### src/rtl/irqd_pkg.sv
package irqd_pkg;
  localparam int BANK_W = 32;
  localparam int IDX_W  = 5;

  typedef struct packed {
    logic             found;
    logic [IDX_W-1:0] idx;
  } lowest_t;

  // Scan from the top down so the last hit kept is the lowest set bit.
  function automatic lowest_t lowest_set(input logic [BANK_W-1:0] v);
    lowest_t r;
    r.found = 1'b0;
    r.idx   = '0;
    for (int i = BANK_W - 1; i >= 0; i--) begin
      if (v[i]) begin
        r.found = 1'b1;
        r.idx   = IDX_W'(i);
      end
    end
    return r;
  endfunction
endpackage

### src/rtl/irqd_pin_detect.sv
module irqd_pin_detect #(
  parameter int NUM_PINS = 48
) (
  input  logic                clk,
  input  logic                rst,
  input  logic [NUM_PINS-1:0] pin_level,
  input  logic [NUM_PINS-1:0] gpio_mode,
  input  logic [NUM_PINS-1:0] sense_on,
  input  logic [NUM_PINS-1:0] trig_level,
  input  logic [NUM_PINS-1:0] trig_inv,
  input  logic [NUM_PINS-1:0] clr_eff,
  output logic [NUM_PINS-1:0] status
);
  logic [NUM_PINS-1:0] prev_q;
  logic [NUM_PINS-1:0] hit;

  // The previous level follows the pin even in reset, so no edge appears on release.
  always_ff @(posedge clk) prev_q <= pin_level;

  genvar p;
  generate
    for (p = 0; p < NUM_PINS; p++) begin : g_pin
      logic armed, rise, fall, edge_hit, lvl_hit;
      always_comb begin
        armed    = gpio_mode[p] & sense_on[p];
        rise     = pin_level[p] & ~prev_q[p];
        fall     = ~pin_level[p] & prev_q[p];
        edge_hit = trig_inv[p] ? fall : rise;
        lvl_hit  = ~(pin_level[p] ^ trig_inv[p]);
        hit[p]   = armed & (trig_level[p] ? lvl_hit : edge_hit);
      end
    end
  endgenerate

  // A detection wins over a clear on the same edge.
  always_ff @(posedge clk) begin
    if (rst) status <= '0;
    else     status <= (status & ~clr_eff) | hit;
  end

  logic [NUM_PINS-1:0] chk_rise, chk_low, chk_keep;
  assign chk_rise = gpio_mode & sense_on & ~trig_level & ~trig_inv & pin_level & ~prev_q;
  assign chk_low  = gpio_mode & sense_on & trig_level & ~trig_inv & ~pin_level;
  assign chk_keep = status & ~clr_eff;

  assert_rise_sets_R1: assert property (@(posedge clk) disable iff (rst)
    1'b1 |=> ((status & $past(chk_rise)) == $past(chk_rise)));

  assert_low_level_sets_R3: assert property (@(posedge clk) disable iff (rst)
    1'b1 |=> ((status & $past(chk_low)) == $past(chk_low)));

  assert_gated_no_set_R5: assert property (@(posedge clk) disable iff (rst)
    1'b1 |=> ((status & ~$past(status) & ~$past(gpio_mode & sense_on)) == '0));

  assert_sticky_R6: assert property (@(posedge clk) disable iff (rst)
    1'b1 |=> ((status & $past(chk_keep)) == $past(chk_keep)));
endmodule

### src/rtl/irqd_bank_encode.sv
module irqd_bank_encode
  import irqd_pkg::*;
(
  input  logic              clk,
  input  logic              rst,
  input  logic [BANK_W-1:0] pend,
  output logic [IDX_W-1:0]  idx,
  output logic              vld
);
  lowest_t low;
  always_comb low = lowest_set(pend);

  always_ff @(posedge clk) begin
    if (rst) begin
      idx <= '0;
      vld <= 1'b0;
    end else begin
      idx <= low.idx;
      vld <= low.found;
    end
  end

  assert_vld_any_R9: assert property (@(posedge clk) disable iff (rst)
    1'b1 |=> (vld == (|$past(pend))));

  assert_idx_pending_R9: assert property (@(posedge clk) disable iff (rst)
    1'b1 |=> (!vld || ((($past(pend) >> idx) & 32'd1) != 32'd0)));

  assert_idx_lowest_R9: assert property (@(posedge clk) disable iff (rst)
    1'b1 |=> (!vld || (($past(pend) & ((32'd1 << idx) - 32'd1)) == 32'd0)));
endmodule

### src/rtl/gpio_irq_detect.sv
module gpio_irq_detect
  import irqd_pkg::*;
#(
  parameter int NUM_PINS = 48,
  localparam int BANKS   = (NUM_PINS + BANK_W - 1) / BANK_W
) (
  input  logic                   clk,
  input  logic                   rst,
  input  logic [NUM_PINS-1:0]    pin_level,
  input  logic [NUM_PINS-1:0]    gpio_mode,
  input  logic [NUM_PINS-1:0]    sense_on,
  input  logic [NUM_PINS-1:0]    trig_level,
  input  logic [NUM_PINS-1:0]    trig_inv,
  input  logic [NUM_PINS-1:0]    irq_en,
  input  logic                   clr_valid,
  input  logic [NUM_PINS-1:0]    clr_mask,
  output logic [NUM_PINS-1:0]    status,
  output logic                   irq_out,
  output logic [IDX_W*BANKS-1:0] bank_idx,
  output logic [BANKS-1:0]       bank_vld
);
  logic [NUM_PINS-1:0] clr_eff;
  logic [NUM_PINS-1:0] pending;

  assign clr_eff = clr_valid ? clr_mask : '0;

  irqd_pin_detect #(.NUM_PINS(NUM_PINS)) u_detect (
    .clk        (clk),
    .rst        (rst),
    .pin_level  (pin_level),
    .gpio_mode  (gpio_mode),
    .sense_on   (sense_on),
    .trig_level (trig_level),
    .trig_inv   (trig_inv),
    .clr_eff    (clr_eff),
    .status     (status)
  );

  assign pending = status & irq_en;

  always_ff @(posedge clk) begin
    if (rst) irq_out <= 1'b0;
    else     irq_out <= |pending;
  end

  genvar b;
  generate
    for (b = 0; b < BANKS; b++) begin : g_bank
      localparam int LO = b * BANK_W;
      localparam int W  = (NUM_PINS - LO < BANK_W) ? (NUM_PINS - LO) : BANK_W;
      logic [BANK_W-1:0] slice;
      always_comb begin
        slice      = '0;
        slice[W-1:0] = pending[LO +: W];
      end
      irqd_bank_encode u_enc (
        .clk  (clk),
        .rst  (rst),
        .pend (slice),
        .idx  (bank_idx[b*IDX_W +: IDX_W]),
        .vld  (bank_vld[b])
      );
    end
  endgenerate

  assert_irq_out_R8: assert property (@(posedge clk) disable iff (rst)
    1'b1 |=> (irq_out == (|$past(status & irq_en))));

  assert_reset_state_R10: assert property (@(posedge clk)
    rst |=> (status == '0 && !irq_out && bank_vld == '0));
endmodule

### config.mk
export PLATFORM = sky130hd
export DESIGN_NAME = gpio_irq_detect
export DESIGN_NICKNAME = d
export VERILOG_FILES = /design/src/rtl/irqd_pkg.sv /design/src/rtl/irqd_pin_detect.sv /design/src/rtl/irqd_bank_encode.sv /design/src/rtl/gpio_irq_detect.sv
export SDC_FILE = /design/constraint.sdc
export NUM_CORES = 1
export LEC_CHECK = 0
export BUFFER_PORTS_ARGS = -buffer_cell sky130_fd_sc_hd__buf_2
export CORE_AREA = 2 2 154 156
export DETAILED_ROUTE_END_ITERATION = 16
export DIE_AREA = 0 0 156 158
export HOLD_SLACK_MARGIN = 0.05
export PLACE_DENSITY = 0.56
export SETUP_SLACK_MARGIN = 0.1
export SYNTH_ARGS = -nofsm -noshare
export SYNTH_HDL_FRONTEND = slang
export SYNTH_SLANG_ARGS = --single-unit
### constraint.sdc
create_clock -name clk -period 4.2 [get_ports clk]
set_input_delay 0.84 -clock clk [delete_from_list [all_inputs] [get_ports clk]]
set_output_delay 0.84 -clock clk [all_outputs]
set_load 0.02 [all_outputs]
==> results.toml <==
[setup_path]
rr_worst_depth = 5
worst_ep_required_time_ns = 4.44
crit_type = "input pin to flop"
path_max_fanout = 3
critPathArrivalTime_ns = 2.20
endpoint_kind = "flop"
crit_path_start_kind = "input pin"

[cells_and_area]
area_growth_pct = 47.4
drive_gt1_share_pct = 38.0
final_cell_mix = "buf_2, a21oi_1, dfxtp_1"
final_cell_area_um2 = 8150
final_core_util_pct = 35.4
nets = 1428
final_common_cell = "buf_2"

[clock_network]
cts_hold_buf = 0
cts_max_level = 3
cts.repair.resized = 0
clk_latency_ns = 0.35
clkTransAtPathRegs_ns = 0.08
cts_setup_buffers = 0
root_buffer = "clkbuf_16"
clkSinkCount = 108
clockBufferDepth = 2
cts_buffers = 9
cts_tree = "done"

[synth]
ys_ff_latch = 108
yosys.area.top_type_share_pct = 39.1
yosys.area_share.simple_pct = 36.0
synth_cell_type_count = 33
yosysSeqAreaShare_pct = 39.1
synthTopCellsByArea = "dfxtp_1, nor3b_1, a21oi_1, a32oi_1, nand2_1"
synth_fa_ha_area_share_pct = 0
post_synth.cell_area_avg_um2 = 7.98
synth_nets = 1032
synth_top_family_by_area = "simple AND/OR/NAND/NOR gates"
synth.area.mux_share_pct = 0
synth-xor-area-share_pct = 0
syn_area_um2 = 5530
syn_inst = 693
yosysWarnings = 0
yosysTopAreaCell = "dfxtp_1"
synth-compound-area-share_pct = 23.7

[sta]
max_freq_ghz = 0.509
setup-tns-final_ns = 0
drv_slew = 0
slew_headroom_pct = 29.8
hold_viol_final = 0
finClkSkew_ns = 0.0112
rsz0062_at_grt = "false"
period_needed_ns = 1.96
setup_viol = 0
fin_crit_sh_pct = 46.8
worst_slew_pin_slew_ns = 1.05

[floorplanning]
die-area_um2 = 24600
io_pins = 400
initial_core_util_pct = 24.0
die_h_um = 158
coreArea_um2 = 23100
die_w_um = 156
num_rows = 56

[place]
dpl_cell_area_um2 = 7830
dpl.hpwl_mm = 18.4
port_buffers = 398
gp_congestion = 0.871

[min_path]
hold_depth = 2
hp-class = "flop to flop"

[pwr]
p_leak_nw = 3.68
powerDensity_nw_per_um2 = 326
vdd_drop_max_uv = 193
power_mw = 2.66

[outcome]
outcome = "completed"

[detailed_routing]
wl_per_cell_um = 15.9
drtAntennaViolNets = 0
drc = 0
vias = 6663
routed_wl_mm = 22.0
first_iter_violations = 220
drtPass1Iterations = 5
routed_via_density = 4.81

[flow_run]
maxCapViolCount = 0

[grt]
grt_pass1_vias = 6131
grt_max_degree = 49
antenna_found_initial = 2
grt-ovfl-total = 0
grt_usage_pct = 16.7
grt_pass1_wl_mm = 31.6
==> Yosys cell counts <==
cell type / number
a211oi_1: 2
a21boi_0: 1
a21oi_1: 108
a221o_1: 1
a221oi_1: 2
a22o_1: 5
a22oi_1: 9
a22oi_2: 2
a31oi_1: 3
a32o_1: 5
a32oi_1: 50
a41oi_1: 2
and3_1: 3
and3b_1: 2
buf_1: 3
buf_4: 3
clkbuf_1: 8
conb_1: 1
dfxtp_1: 108
inv_1: 1
nand2_1: 96
nand2b_1: 3
nand3_1: 11
nand4_1: 4
nor2_1: 52
nor2b_1: 49
nor3_1: 50
nor3b_1: 97
nor4_1: 1
o211ai_1: 3
o21ai_0: 4
o21ai_1: 3
or2_1: 1
==> worst max-delay path, cell delays in order <==
cell     delay [ns]
buf_2          0.11
a22oi_1        0.29
nand3_1        0.14
nor3_1         0.37
a31oi_1        0.19
or2_1          0.26
==> final timing paths <==
check,start,end,slack (ns)
hold / removal,u_detect.status[15]$_SDFF_PP0_,u_detect.status[15]$_SDFF_PP0_,0.52
setup / recovery,irq_en[22],irq_out$_SDFF_PP0_,2.24
setup reg to reg,u_detect.status[23]$_SDFF_PP0_,irq_out$_SDFF_PP0_,2.47
hold reg to reg,u_detect.status[15]$_SDFF_PP0_,u_detect.status[15]$_SDFF_PP0_,0.52
==> metrics by stage <==
step / hold WS, ns / setup WS, ns / cells
after floorplan: 0.607 / 2.33 / 693
after global placement: 0.489 / 1.82 / 1368
after detailed placement: 0.497 / 1.80 / 1368
after CTS: 0.521 / 2.18 / 1384
after global routing: 0.563 / 2.06 / 1385
final: 0.518 / 2.24 / 1385
==> sequential cells by signal, indices dropped and copies added, names as in the netlist <==
register,flops
u_detect.prev_q,48
u_detect.status,48
g_bank.u_enc.idx,9
g_bank.u_enc.vld,2
irq_out,1
==> cell families after synthesis <==
| logic type | after synthesis |
|---|---|
| and+or+nand+nor | 369 |
| AOI/OAI and AO/OA | 200 |
| DFF | 108 |
| buffers and inverters | 15 |
| other | 1 |
==> area by class of cell <==
class | count | area (µm²)
fill | 2481 | 14900
multi-input combinational | 570 | 3300
sequential | 108 | 2160
timing repair buffer | 399 | 2000
tap | 290 | 363
clock buffer | 10 | 229
clock inverter | 6 | 91.3
inverter | 1 | 3.75
antenna | 1 | 2.50
==> per-layer routing <==
layer  up-vias  wire length [µm]  global-route usage (%)
met3        26              1540                    3.48
met2       281             10900                    30.4
met5         -                13                       0
li1       3401                 -                       -
met4         2               528                    6.64
met1      2953              9030                    19.1
==> power by group <==
| part | internal, mW | switching [mW] | total [mW] | leakage [nW] |
|---|---|---|---|---|
| combinational | 0.273 | 0.309 | 0.582 | 2.62 |
| sequential | 1.09 | 0.0434 | 1.13 | 0.896 |
| clock | 0.530 | 0.415 | 0.945 | 0.158 |
(Power assumes the default switching activity.)
